### src/rtl/mbus_pkg.sv
package mbus_pkg;

    typedef enum logic [1:0] {
        ST_IDLE = 2'd0,
        ST_CODE = 2'd1,
        ST_XFER = 2'd2
    } mst_e;

    localparam logic [1:0] OP_FETCH = 2'd0;
    localparam logic [1:0] OP_READ  = 2'd1;
    localparam logic [1:0] OP_WRITE = 2'd2;

    localparam int PH_PER_CYC   = 12;
    // fetch half-cycle: latch in first two phases, strobe in last four
    localparam int PH_HALF      = 6;
    localparam int PH_LATCH_END = 1;
    localparam int PH_CODE_BEG  = 2;
    localparam int PH_CODE_END  = 5;
    // transfer cycle
    localparam int PH_DSTB_BEG  = 2;
    localparam int PH_DSTB_END  = 9;
    localparam int PH_WHOLD_END = 10;

endpackage

### src/rtl/mbus_phase_ctr.sv
module mbus_phase_ctr #(
    parameter int PHASES = 12,
    parameter int PW     = $clog2(PHASES)
) (
    input  logic          clk,
    input  logic          rst_n,
    input  logic          run,
    output logic [PW-1:0] phase,
    output logic          last
);

    assign last = (phase == PW'(PHASES - 1));

    always_ff @(posedge clk or negedge rst_n) begin
        if (!rst_n) begin
            phase <= '0;
        end else if (run) begin
            phase <= last ? '0 : phase + 1'b1;
        end
    end

    assert_phase_wrap_R2: assert property (@(posedge clk) disable iff (!rst_n)
        (run && last) |=> (phase == '0));

    assert_phase_step_R2: assert property (@(posedge clk) disable iff (!rst_n)
        (run && !last) |=> (phase == $past(phase) + 1'b1));

endmodule

### src/rtl/mbus_strobe_gen.sv
module mbus_strobe_gen
    import mbus_pkg::*;
#(
    parameter int AW = 16,
    parameter int DW = 8,
    parameter int PW = 4
) (
    input  mst_e             state,
    input  logic [PW-1:0]    phase,
    input  logic [1:0]       op,
    input  logic             two_byte,
    input  logic [AW-1:0]    pc,
    input  logic [AW-1:0]    daddr,
    input  logic [DW-1:0]    wdata,
    output logic             addr_latch,
    output logic             code_rd_n,
    output logic             data_rd_n,
    output logic             data_wr_n,
    output logic [DW-1:0]    lo_out,
    output logic             lo_oe,
    output logic [AW-DW-1:0] hi_out
);

    logic [AW-1:0] pc_next;
    logic [AW-1:0] fetch_addr;
    logic [PW-1:0] half_ph;
    logic          second_half;

    function automatic logic in_rng(input logic [PW-1:0] p, input int lo, input int hi);
        return (p >= PW'(lo)) && (p <= PW'(hi));
    endfunction

    assign pc_next     = pc + 1'b1;
    assign second_half = (phase >= PW'(PH_HALF));
    assign half_ph     = second_half ? phase - PW'(PH_HALF) : phase;
    assign fetch_addr  = second_half ? pc_next : pc;

    always_comb begin
        addr_latch = 1'b0;
        code_rd_n  = 1'b1;
        data_rd_n  = 1'b1;
        data_wr_n  = 1'b1;
        lo_out     = '0;
        lo_oe      = 1'b0;
        hi_out     = '0;
        unique case (state)
            ST_IDLE: begin
            end
            ST_CODE: begin
                addr_latch = in_rng(half_ph, 0, PH_LATCH_END);
                code_rd_n  = !(in_rng(half_ph, PH_CODE_BEG, PH_CODE_END)
                               && (!second_half || two_byte));
                lo_oe      = addr_latch;
                lo_out     = fetch_addr[DW-1:0];
                hi_out     = fetch_addr[AW-1:DW];
            end
            ST_XFER: begin
                addr_latch = in_rng(phase, 0, PH_LATCH_END);
                data_rd_n  = !((op == OP_READ)  && in_rng(phase, PH_DSTB_BEG, PH_DSTB_END));
                data_wr_n  = !((op == OP_WRITE) && in_rng(phase, PH_DSTB_BEG, PH_DSTB_END));
                lo_oe      = addr_latch
                             || ((op == OP_WRITE) && in_rng(phase, PH_DSTB_BEG, PH_WHOLD_END));
                lo_out     = addr_latch ? daddr[DW-1:0] : wdata;
                hi_out     = daddr[AW-1:DW];
            end
            default: begin
            end
        endcase
    end

endmodule

### src/rtl/mbus_seq.sv
module mbus_seq
    import mbus_pkg::*;
#(
    parameter int AW = 16,
    parameter int DW = 8
) (
    input  logic             clk,
    input  logic             rst_n,
    input  logic             req_valid,
    input  logic [1:0]       req_op,
    input  logic             req_two_byte,
    input  logic [AW-1:0]    req_pc,
    input  logic [AW-1:0]    req_daddr,
    input  logic [DW-1:0]    req_wdata,
    output logic             req_ready,
    output logic             addr_latch,
    output logic             code_rd_n,
    output logic             data_rd_n,
    output logic             data_wr_n,
    output logic [DW-1:0]    lo_out,
    output logic             lo_oe,
    input  logic [DW-1:0]    lo_in,
    output logic [AW-DW-1:0] hi_out,
    output logic [DW-1:0]    rx_byte,
    output logic             rx_code,
    output logic             rx_data
);

    localparam int PW = $clog2(PH_PER_CYC);

    mst_e          state, state_nx;
    logic [PW-1:0] phase;
    logic          last;
    logic          accept;
    logic          op_is_data;
    logic [1:0]    op_q;
    logic          two_q;
    logic [AW-1:0] pc_q, daddr_q;
    logic [DW-1:0] wdata_q;

    assign op_is_data = (op_q == OP_READ) || (op_q == OP_WRITE);
    assign req_ready  = (state == ST_IDLE)
                        || (last && ((state == ST_XFER) || ((state == ST_CODE) && !op_is_data)));
    assign accept     = req_valid && req_ready;

    mbus_phase_ctr #(.PHASES(PH_PER_CYC), .PW(PW)) u_ctr (
        .clk   (clk),
        .rst_n (rst_n),
        .run   (state != ST_IDLE),
        .phase (phase),
        .last  (last)
    );

    always_comb begin
        state_nx = state;
        unique case (state)
            ST_IDLE: if (req_valid) state_nx = ST_CODE;
            ST_CODE: if (last) begin
                if (op_is_data)     state_nx = ST_XFER;
                else if (req_valid) state_nx = ST_CODE;
                else                state_nx = ST_IDLE;
            end
            ST_XFER: if (last) state_nx = req_valid ? ST_CODE : ST_IDLE;
            default: state_nx = ST_IDLE;
        endcase
    end

    always_ff @(posedge clk or negedge rst_n) begin
        if (!rst_n) begin
            state   <= ST_IDLE;
            op_q    <= OP_FETCH;
            two_q   <= 1'b0;
            pc_q    <= '0;
            daddr_q <= '0;
            wdata_q <= '0;
        end else begin
            state <= state_nx;
            if (accept) begin
                op_q    <= req_op;
                two_q   <= req_two_byte;
                pc_q    <= req_pc;
                daddr_q <= req_daddr;
                wdata_q <= req_wdata;
            end
        end
    end

    mbus_strobe_gen #(.AW(AW), .DW(DW), .PW(PW)) u_stb (
        .state      (state),
        .phase      (phase),
        .op         (op_q),
        .two_byte   (two_q),
        .pc         (pc_q),
        .daddr      (daddr_q),
        .wdata      (wdata_q),
        .addr_latch (addr_latch),
        .code_rd_n  (code_rd_n),
        .data_rd_n  (data_rd_n),
        .data_wr_n  (data_wr_n),
        .lo_out     (lo_out),
        .lo_oe      (lo_oe),
        .hi_out     (hi_out)
    );

    // capture on the clock that ends the last strobe phase
    always_ff @(posedge clk or negedge rst_n) begin
        if (!rst_n) begin
            rx_byte <= '0;
            rx_code <= 1'b0;
            rx_data <= 1'b0;
        end else begin
            rx_code <= 1'b0;
            rx_data <= 1'b0;
            if ((state == ST_CODE) && ((phase == PW'(PH_CODE_END))
                || (two_q && phase == PW'(PH_HALF + PH_CODE_END)))) begin
                rx_byte <= lo_in;
                rx_code <= 1'b1;
            end
            if ((state == ST_XFER) && (op_q == OP_READ) && (phase == PW'(PH_DSTB_END))) begin
                rx_byte <= lo_in;
                rx_data <= 1'b1;
            end
        end
    end

    assert_strobe_excl_R12: assert property (@(posedge clk) disable iff (!rst_n)
        $countones({addr_latch, !code_rd_n, !data_rd_n, !data_wr_n}) <= 1);

    assert_no_contend_R12: assert property (@(posedge clk) disable iff (!rst_n)
        (!code_rd_n || !data_rd_n) |-> !lo_oe);

    assert_code_sample_R6: assert property (@(posedge clk) disable iff (!rst_n)
        rx_code |-> (code_rd_n && !$past(code_rd_n)));

    assert_read_sample_R8: assert property (@(posedge clk) disable iff (!rst_n)
        rx_data |-> (data_rd_n && !$past(data_rd_n)));

    assert_xfer_no_code_R7: assert property (@(posedge clk) disable iff (!rst_n)
        (state == ST_XFER) |-> code_rd_n);

    assert_hi_hold_R10: assert property (@(posedge clk) disable iff (!rst_n)
        (state == ST_XFER && phase != '0) |-> $stable(hi_out));

    assert_ready_gap_R11: assert property (@(posedge clk) disable iff (!rst_n)
        (state != ST_IDLE && !last) |-> !req_ready);

endmodule

### config.mk
export PLATFORM = sky130hd
export DESIGN_NAME = mbus_seq
export DESIGN_NICKNAME = d
export VERILOG_FILES = /design/src/rtl/mbus_pkg.sv /design/src/rtl/mbus_phase_ctr.sv /design/src/rtl/mbus_strobe_gen.sv /design/src/rtl/mbus_seq.sv
export SDC_FILE = /design/constraint.sdc
export NUM_CORES = 1
export LEC_CHECK = 0
export BUFFER_PORTS_ARGS = -buffer_cell sky130_fd_sc_hd__buf_2
export CAP_MARGIN = 20
export CORE_MARGIN = 5
export CORE_UTILIZATION = 48
export DETAILED_ROUTE_END_ITERATION = 12
export HOLD_SLACK_MARGIN = 0.15
export PLACE_DENSITY_LB_ADDON = 0.3
export SLEW_MARGIN = 25
export SYNTH_ARGS = -nofsm -noshare
export SYNTH_HDL_FRONTEND = slang
export SYNTH_SLANG_ARGS = --single-unit
export TNS_END_PERCENT = 20
### constraint.sdc
create_clock -name clk -period 1.85 [get_ports clk]
set_input_delay 0.0925 -clock clk [delete_from_list [all_inputs] [get_ports clk]]
set_output_delay 0.0925 -clock clk [all_outputs]
set_load 0.02 [all_outputs]
==> Yosys cells after proc, flatten, opt, wreduce, memory -nomap -nowiden <==
Index checks and enable logic that the tools add are counted.
{ "totals": {"register_bits": 59, "in_bits": 54} }
{ "op_classes": {"n_addsub": 3, "order_cmp": 10, "eq_ne": 10, "muxes": 21, "reduce_logical": 31} }
{ "ops": {"columns": ["operator", "count"], "rows": [
  ["$pmux W8 S2", 2],
  ["$mux W8", 3],
  ["$add A16 B1 Y16 const B", 1],
  ["$logic_and A1 B1 Y1", 16],
  ["$mux W16", 1],
  ["$eq A4 B4 Y1 const B", 2],
  ["$ge A4 B1 Y1 const B", 2],
  ["$ge A4 B2 Y1 const B", 2],
  ["$le A4 B1 Y1 const B", 2],
  ["$le A4 B4 Y1 const B", 2],
  ["$mux W2", 4],
  ["$mux W4", 2],
  ["$logic_or A1 B1 Y1", 6],
  ["$mux W1", 6],
  ["$ne A2 B2 Y1 const B", 3],
  ["$pmux W2 S3", 1],
  ["$logic_not A1 Y1", 5],
  ["$add A4 B1 Y4 const B", 1],
  ["$eq A2 B1 Y1 const B", 2],
  ["$eq A2 B2 Y1 const B", 2],
  ["$eq A4 B3 Y1 const B", 1],
  ["$ge A4 B3 Y1 const B", 1],
  ["$le A4 B3 Y1 const B", 1],
  ["$pmux W1 S2", 2],
  ["4 further kinds", 5]
]} }

==> Longest topological paths before layout <==
{ "logic_depth": {"depth_word": 8, "mapped_depth": 8, "mapped_depth_nobuf": 6} }

==> Hierarchy <==
Synthesis repeated with hierarchy kept, for this count alone.
{ "hier_totals": {"hier_cells": 283, "hier_area_um2": 3314.4} }
{ "by_module_without_submodules": {"columns": ["module", "instances", "cells_each", "area_each_um2"], "rows": [
  ["mbus_seq", 1, 129, 2172.1],
  ["mbus_strobe_gen", 1, 135, 934.6],
  ["mbus_phase_ctr", 1, 19, 207.7]
]} }

==> Worst setup path after synthesis <==
Ideal clock, no wire load.
{ "synth_timing": {"path_type": "reg2out", "startpoint": "register u_ctr.phase[1]", "endpoint": "output lo_out[2]", "t_arrival_ps": 1965, "required_ps": 1757, "path_slack_ps": -207, "stages_incl_launch_ff": 8, "path_buffers": 1, "path_cell_list": "dfrtp_1 inv_1 ha_1 or2_2 clkbuf_1 nand2_1 o221a_2 a21boi_0"} }
{ "synth_between": {"elab_chain_cells": 4, "word_cells_on_any_way": 7, "cone_classes": "order compare: 3; mux: 3; reduce/logical: 1"} }
{ "synth_rtl": {"columns": ["item", "line_no", "source"], "rows": [
  ["start: declaration", "mbus_phase_ctr.sv:8", "output logic [PW-1:0] phase,"],
  ["start signal: assignment", "mbus_phase_ctr.sv:18", "phase <= last ? '0 : phase + 1'b1;"],
  ["$ge A4 B1 Y1 or $le A4 B1 Y1 (tied branches)", "mbus_strobe_gen.sv:30", "return (p >= PW'(lo)) && (p <= PW'(hi));"],
  ["$logic_and A1 B1 Y1", "mbus_strobe_gen.sv:30", null],
  ["$mux W8", "mbus_strobe_gen.sv:63", "lo_out = addr_latch ? daddr[DW-1:0] : wdata;"],
  ["$pmux W8 S2 *", "mbus_strobe_gen.sv:46", "unique case (state)"],
  ["end: declaration", "mbus_seq.sv:20", "output logic [DW-1:0] lo_out,"]
]} }
Every way passes the cells marked *; elsewhere a longest branch is shown, timed or not.

==> Worst setup path in the final report <==
{ "layout_timing": {"startpoint": "register u_ctr.phase[1]", "endpoint": "output hi_out[1]"} }
{ "layout_between": {"elab_chain_cells": 3} }
{ "layout_rtl": {"columns": ["item", "line_no", "source"], "rows": [
  ["$ge A4 B3 Y1", "mbus_strobe_gen.sv:34", "assign second_half = (phase >= PW'(PH_HALF));"],
  ["$mux W16", "mbus_strobe_gen.sv:36", "assign fetch_addr = second_half ? pc_next : pc;"],
  ["$pmux W8 S2", "mbus_strobe_gen.sv:46", null],
  ["end: declaration", "mbus_seq.sv:23", "output logic [AW-DW-1:0] hi_out,"]
]} }
No other way between the ends.

==> summary.md <==
| Metric | Value |
|---|---|
| Status | complete, but fails checks |
| Failing checks | negative setup slack |
| Peak supply drop | 0.0008434 V |
| Final setup fails | 75 |
| Via/cell ratio | 5.721 |
| CTS tree | built |
| RSZ-0062 raised after global routing | yes |
| Clock slew at reported path FFs | approximately 0.07 ns |
| Sequential-to-total area share from yosys stat | 42.61% |
| CTS Root Cell | clkbuf_8 |
| Leak | 2.560 nW |
| Synth cell types | 56 |
| WHS | between 0.2 and 0.25 ns |
| Post-Syn Nets | roughly 380 |
| Worst skew pair latency | between 0.3 and 0.4 ns |
| I/O pin total | 86 |
| Mapped cell area | roughly 0.0035 sq mm |
| Register-to-register setup slack | -0.23 ns |
| Final RePlAce weighted congestion | about 0.93 |
| Register area | 0.001478 sq mm |
| ANT nets after route | 0 |
| Wire per inst | ~18 um |
| Final Max Slew Viols | 0 |
| Crit-path max FO | 7 |
| Top FF cell, synth | dfrtp_1 |
| DR iter-0 viols | 367 |
| Flip-flop and latch count after synthesis | 59 |
| M2 GR Usage | approximately 43% |
| Max Cap Viol | 0 |
| Placed Cells | 534 |
| Via count | 3524 |
| DR pass1 iterations | 5 |
| Final hold violation count | 0 |
| GR Util All Layers | 25.70% |
| Crit path time final | 2.288 ns |
| Die height | about 95 um |
| Post-DP Area | 0.004354 sq mm |
| Die Wd | 94.96 um |
| WP data arrival | 2.20 ns |
| Area of the multi-input gates | 0.002038 sq mm |
| Critical Path RT | 1.76 ns |
| Reg-to-Reg End | daddr_q[8]$_DFFE_PN0P_ |
| Launch point of the worst path | u_ctr.phase[1]$_DFFE_PN0P_ |
| Non-Filler Instances | 616 |
| Rows | 31 |
| Slew headroom | between 70% and 80% |
| CTS H-tree lvls | 3 |
| Critical Path End Type | output port |
| Drt drc | 0 |
| Clock Path Buffers | 2 |
| Final net count | a little under 600 |
| Clock skew | 0.007761 ns |
| Syn-to-layout area delta | 60.64% |
| Mean Syn Cell Area | 11.21 sq um |
| Async set or reset register ratio after synthesis | 100.0% |
| Critical path's slowest cell | dfrtp_1 |
| GRT Residual Overflow | 0 |
| Initial Util | 48.54% |
| M3 GR Usage | 5.817% |
| Total CTS buffers | 9 |
| First-pass GRT wire length | 17.71 mm |
| Total core area | between 0.007 and 0.008 sq mm |
| Worst reg2reg path startpoint | u_ctr.phase[1]$_DFFE_PN0P_ |
| Most used routing layer in global routing | met2 |
| EDFF count, synth | 0 |
| Worst-Margin Slew | about 0.40 ns |
| Clock Sinks | 59 |
| Initial antenna violation count | 0 |
| PD cells | 1765 mW/mm^2 |
| Vias in the first global route | 3685 |
| Layout fillers | about 430 |
| Startpoint types | flip-flop |
| Cell Chain, Critical Path | ha_2, and2b_4, o311ai_4, buf_12, buf_8, buf_4, o211ai_1, nand3_1, buf_6 |
| Setup ws final | -0.4381 ns |
| Final Cell Area | approximately 0.0056 sq mm |
| Crit path capture | hi_out[1] |
| Share of layout cells above drive strength 1 | 52.61% |
| Setup CP Type | reg -> out |
| Met1 track utilization from global routing | ~33% |
| Min-delay worst type | in -> async |
| Core Util, Final | 77.98% |
| Max Fclk | 437.0 MHz |
| Tot Pwr | 9.822 mW |
| Post-DP HPWL | 7.104 mm |
| Delay of the slowest cell on the worst path | 0.42 ns |
| Total Routed Length | 11.12 mm |
| Synth warn | 0 |
| Port buffer count | 85 |
| # diodes | 0 |
| Largest net degree at the start of global routing | 31 |
| Total Die Area | 0.009016 sq mm |
| Final period utilization | 123.7% |
| Reg2Reg Depth | 8 |
| Mapped Cells | 309 |
flip-flops by register name, indices dropped and copies added, names as in the netlist, 2 cells and up:
name / flops
pc_q: 16
wdata_q: 8
daddr_q: 16
rx_byte: 8
state: 2
op_q: 2
u_ctr.phase: 4
metal layers:
| metal | wire length, um | vias up |
|---|---|---|
| li1 | - | 1572 |
| met1 | 4682 | 1723 |
| met2 | 5360 | 178 |
| met3 | 605 | 51 |
| met4 | 471 | 0 |
| met5 | 0 | - |
worst max-delay path: cells and delay by family, from the launching register on:
kind | cells | cell delay (ns)
adders and majority gates | 1 | 0.21
and+or+nand+nor | 2 | 0.34
DFF | 1 | 0.42
AOI/OAI and AO/OA | 2 | 0.34
buffers and inverters | 4 | 0.54
Yosys cell counts, drive strengths merged (3+ instances only):
cell type	instances	area, sq um
dfrtp	59	1476
mux2	52	585.6
nand3	27	135.1
nand2	14	55.06
ha	13	162.7
o211ai	12	90.09
inv	11	41.29
nor2	10	37.54
buf	8	77.57
clkbuf	7	56.30
o21ai	7	35.03
a21o	6	45.04
a21oi	6	30.03
a32oi	6	52.55
mux2i	5	50.05
nor3	5	25.02
o22ai	5	31.28
or3	5	33.78
and2	4	25.02
and3	4	26.28
o31ai	4	30.03
a31oi	3	18.77
or4	3	22.52
or4b	3	30.03
worst min path at each step:
| stage | slack (ns) | start | to |
|---|---|---|---|
| detailed placement | 0.04 | rst_n | rx_byte[6]$_DFFE_PN0P_ |
| finish | 0.20 | rst_n | rx_byte[6]$_DFFE_PN0P_ |
| floorplan | -0.20 | rst_n | daddr_q[0]$_DFFE_PN0P_ |
| global placement | 0.04 | rst_n | rx_byte[7]$_DFFE_PN0P_ |
| CTS | 0.22 | rst_n | rx_byte[6]$_DFFE_PN0P_ |
| global route | 0.24 | rst_n | rx_byte[7]$_DFFE_PN0P_ |
power breakdown:
part / switching (mW) / internal (mW)
sequential: 0.568 / 1.93
clock: 0.524 / 0.788
combinational: 2.92 / 3.10
total: 4.01 / 5.81
cell families (layout without fill, tap and decap cells):
family,Yosys count,in the layout,share of synthesized area [%]
buffers and inverters,27,235,5.417
AND/OR/NAND/NOR,87,87,14.16
multiplexers,57,57,18.35
adder cells (fa/ha/maj),13,13,4.695
XOR/XNOR,3,3,0.7585
flip-flops,59,59,42.61
AO/OA/AOI/OAI,63,63,14.01
layout by cell type (no fill, tap or decap), types with 6 or more instances in the layout:
master / netlist / routed
inv_1: 11 / 8
dlygate4sd3_1: 0 / 53
nand2_1: 13 / 10
mux2_2: 50 / 49
ha_1: 13 / 6
buf_2: 2 / 66
o211ai_1: 12 / 12
buf_6: 6 / 19
nor2_1: 10 / 9
buf_4: 0 / 66
nand3_1: 27 / 21
dfrtp_1: 59 / 58
clkbuf_8: 3 / 10
o21ai_0: 7 / 6
through the flow:
step	TNS, ns	setup slack, ns
floorplan	-0.2482	-0.04879
global placement	-2.404	-0.08799
detailed placement	-3.600	-0.1119
CTS	-14.33	-0.4134
global route	-20.80	-0.4817
finish	-15.37	-0.4381
area by class of cell:
type / instances / area share (%)
multi-input combinational: 223 / 36.62
timing repair buffer: 209 / 29.92
sequential: 59 / 26.55
clock buffer: 11 / 2.540
tap: 99 / 2.226
clock inverter: 4 / 1.349
inverter: 11 / 0.7869
repair_timing:
| item | 4_1_cts | 5_1_grt |
|---|---|---|
| hold buffers | 53 | 0 |
| buffers inserted | 10 | 4 |
| resized for setup | 66 | 27 |
| pin swaps | 13 | 15 |
| endpoints found under the setup margin | 64 | 75 |
| endpoints found under the hold margin | 111 | 0 |
(Power assumes the default switching activity.)
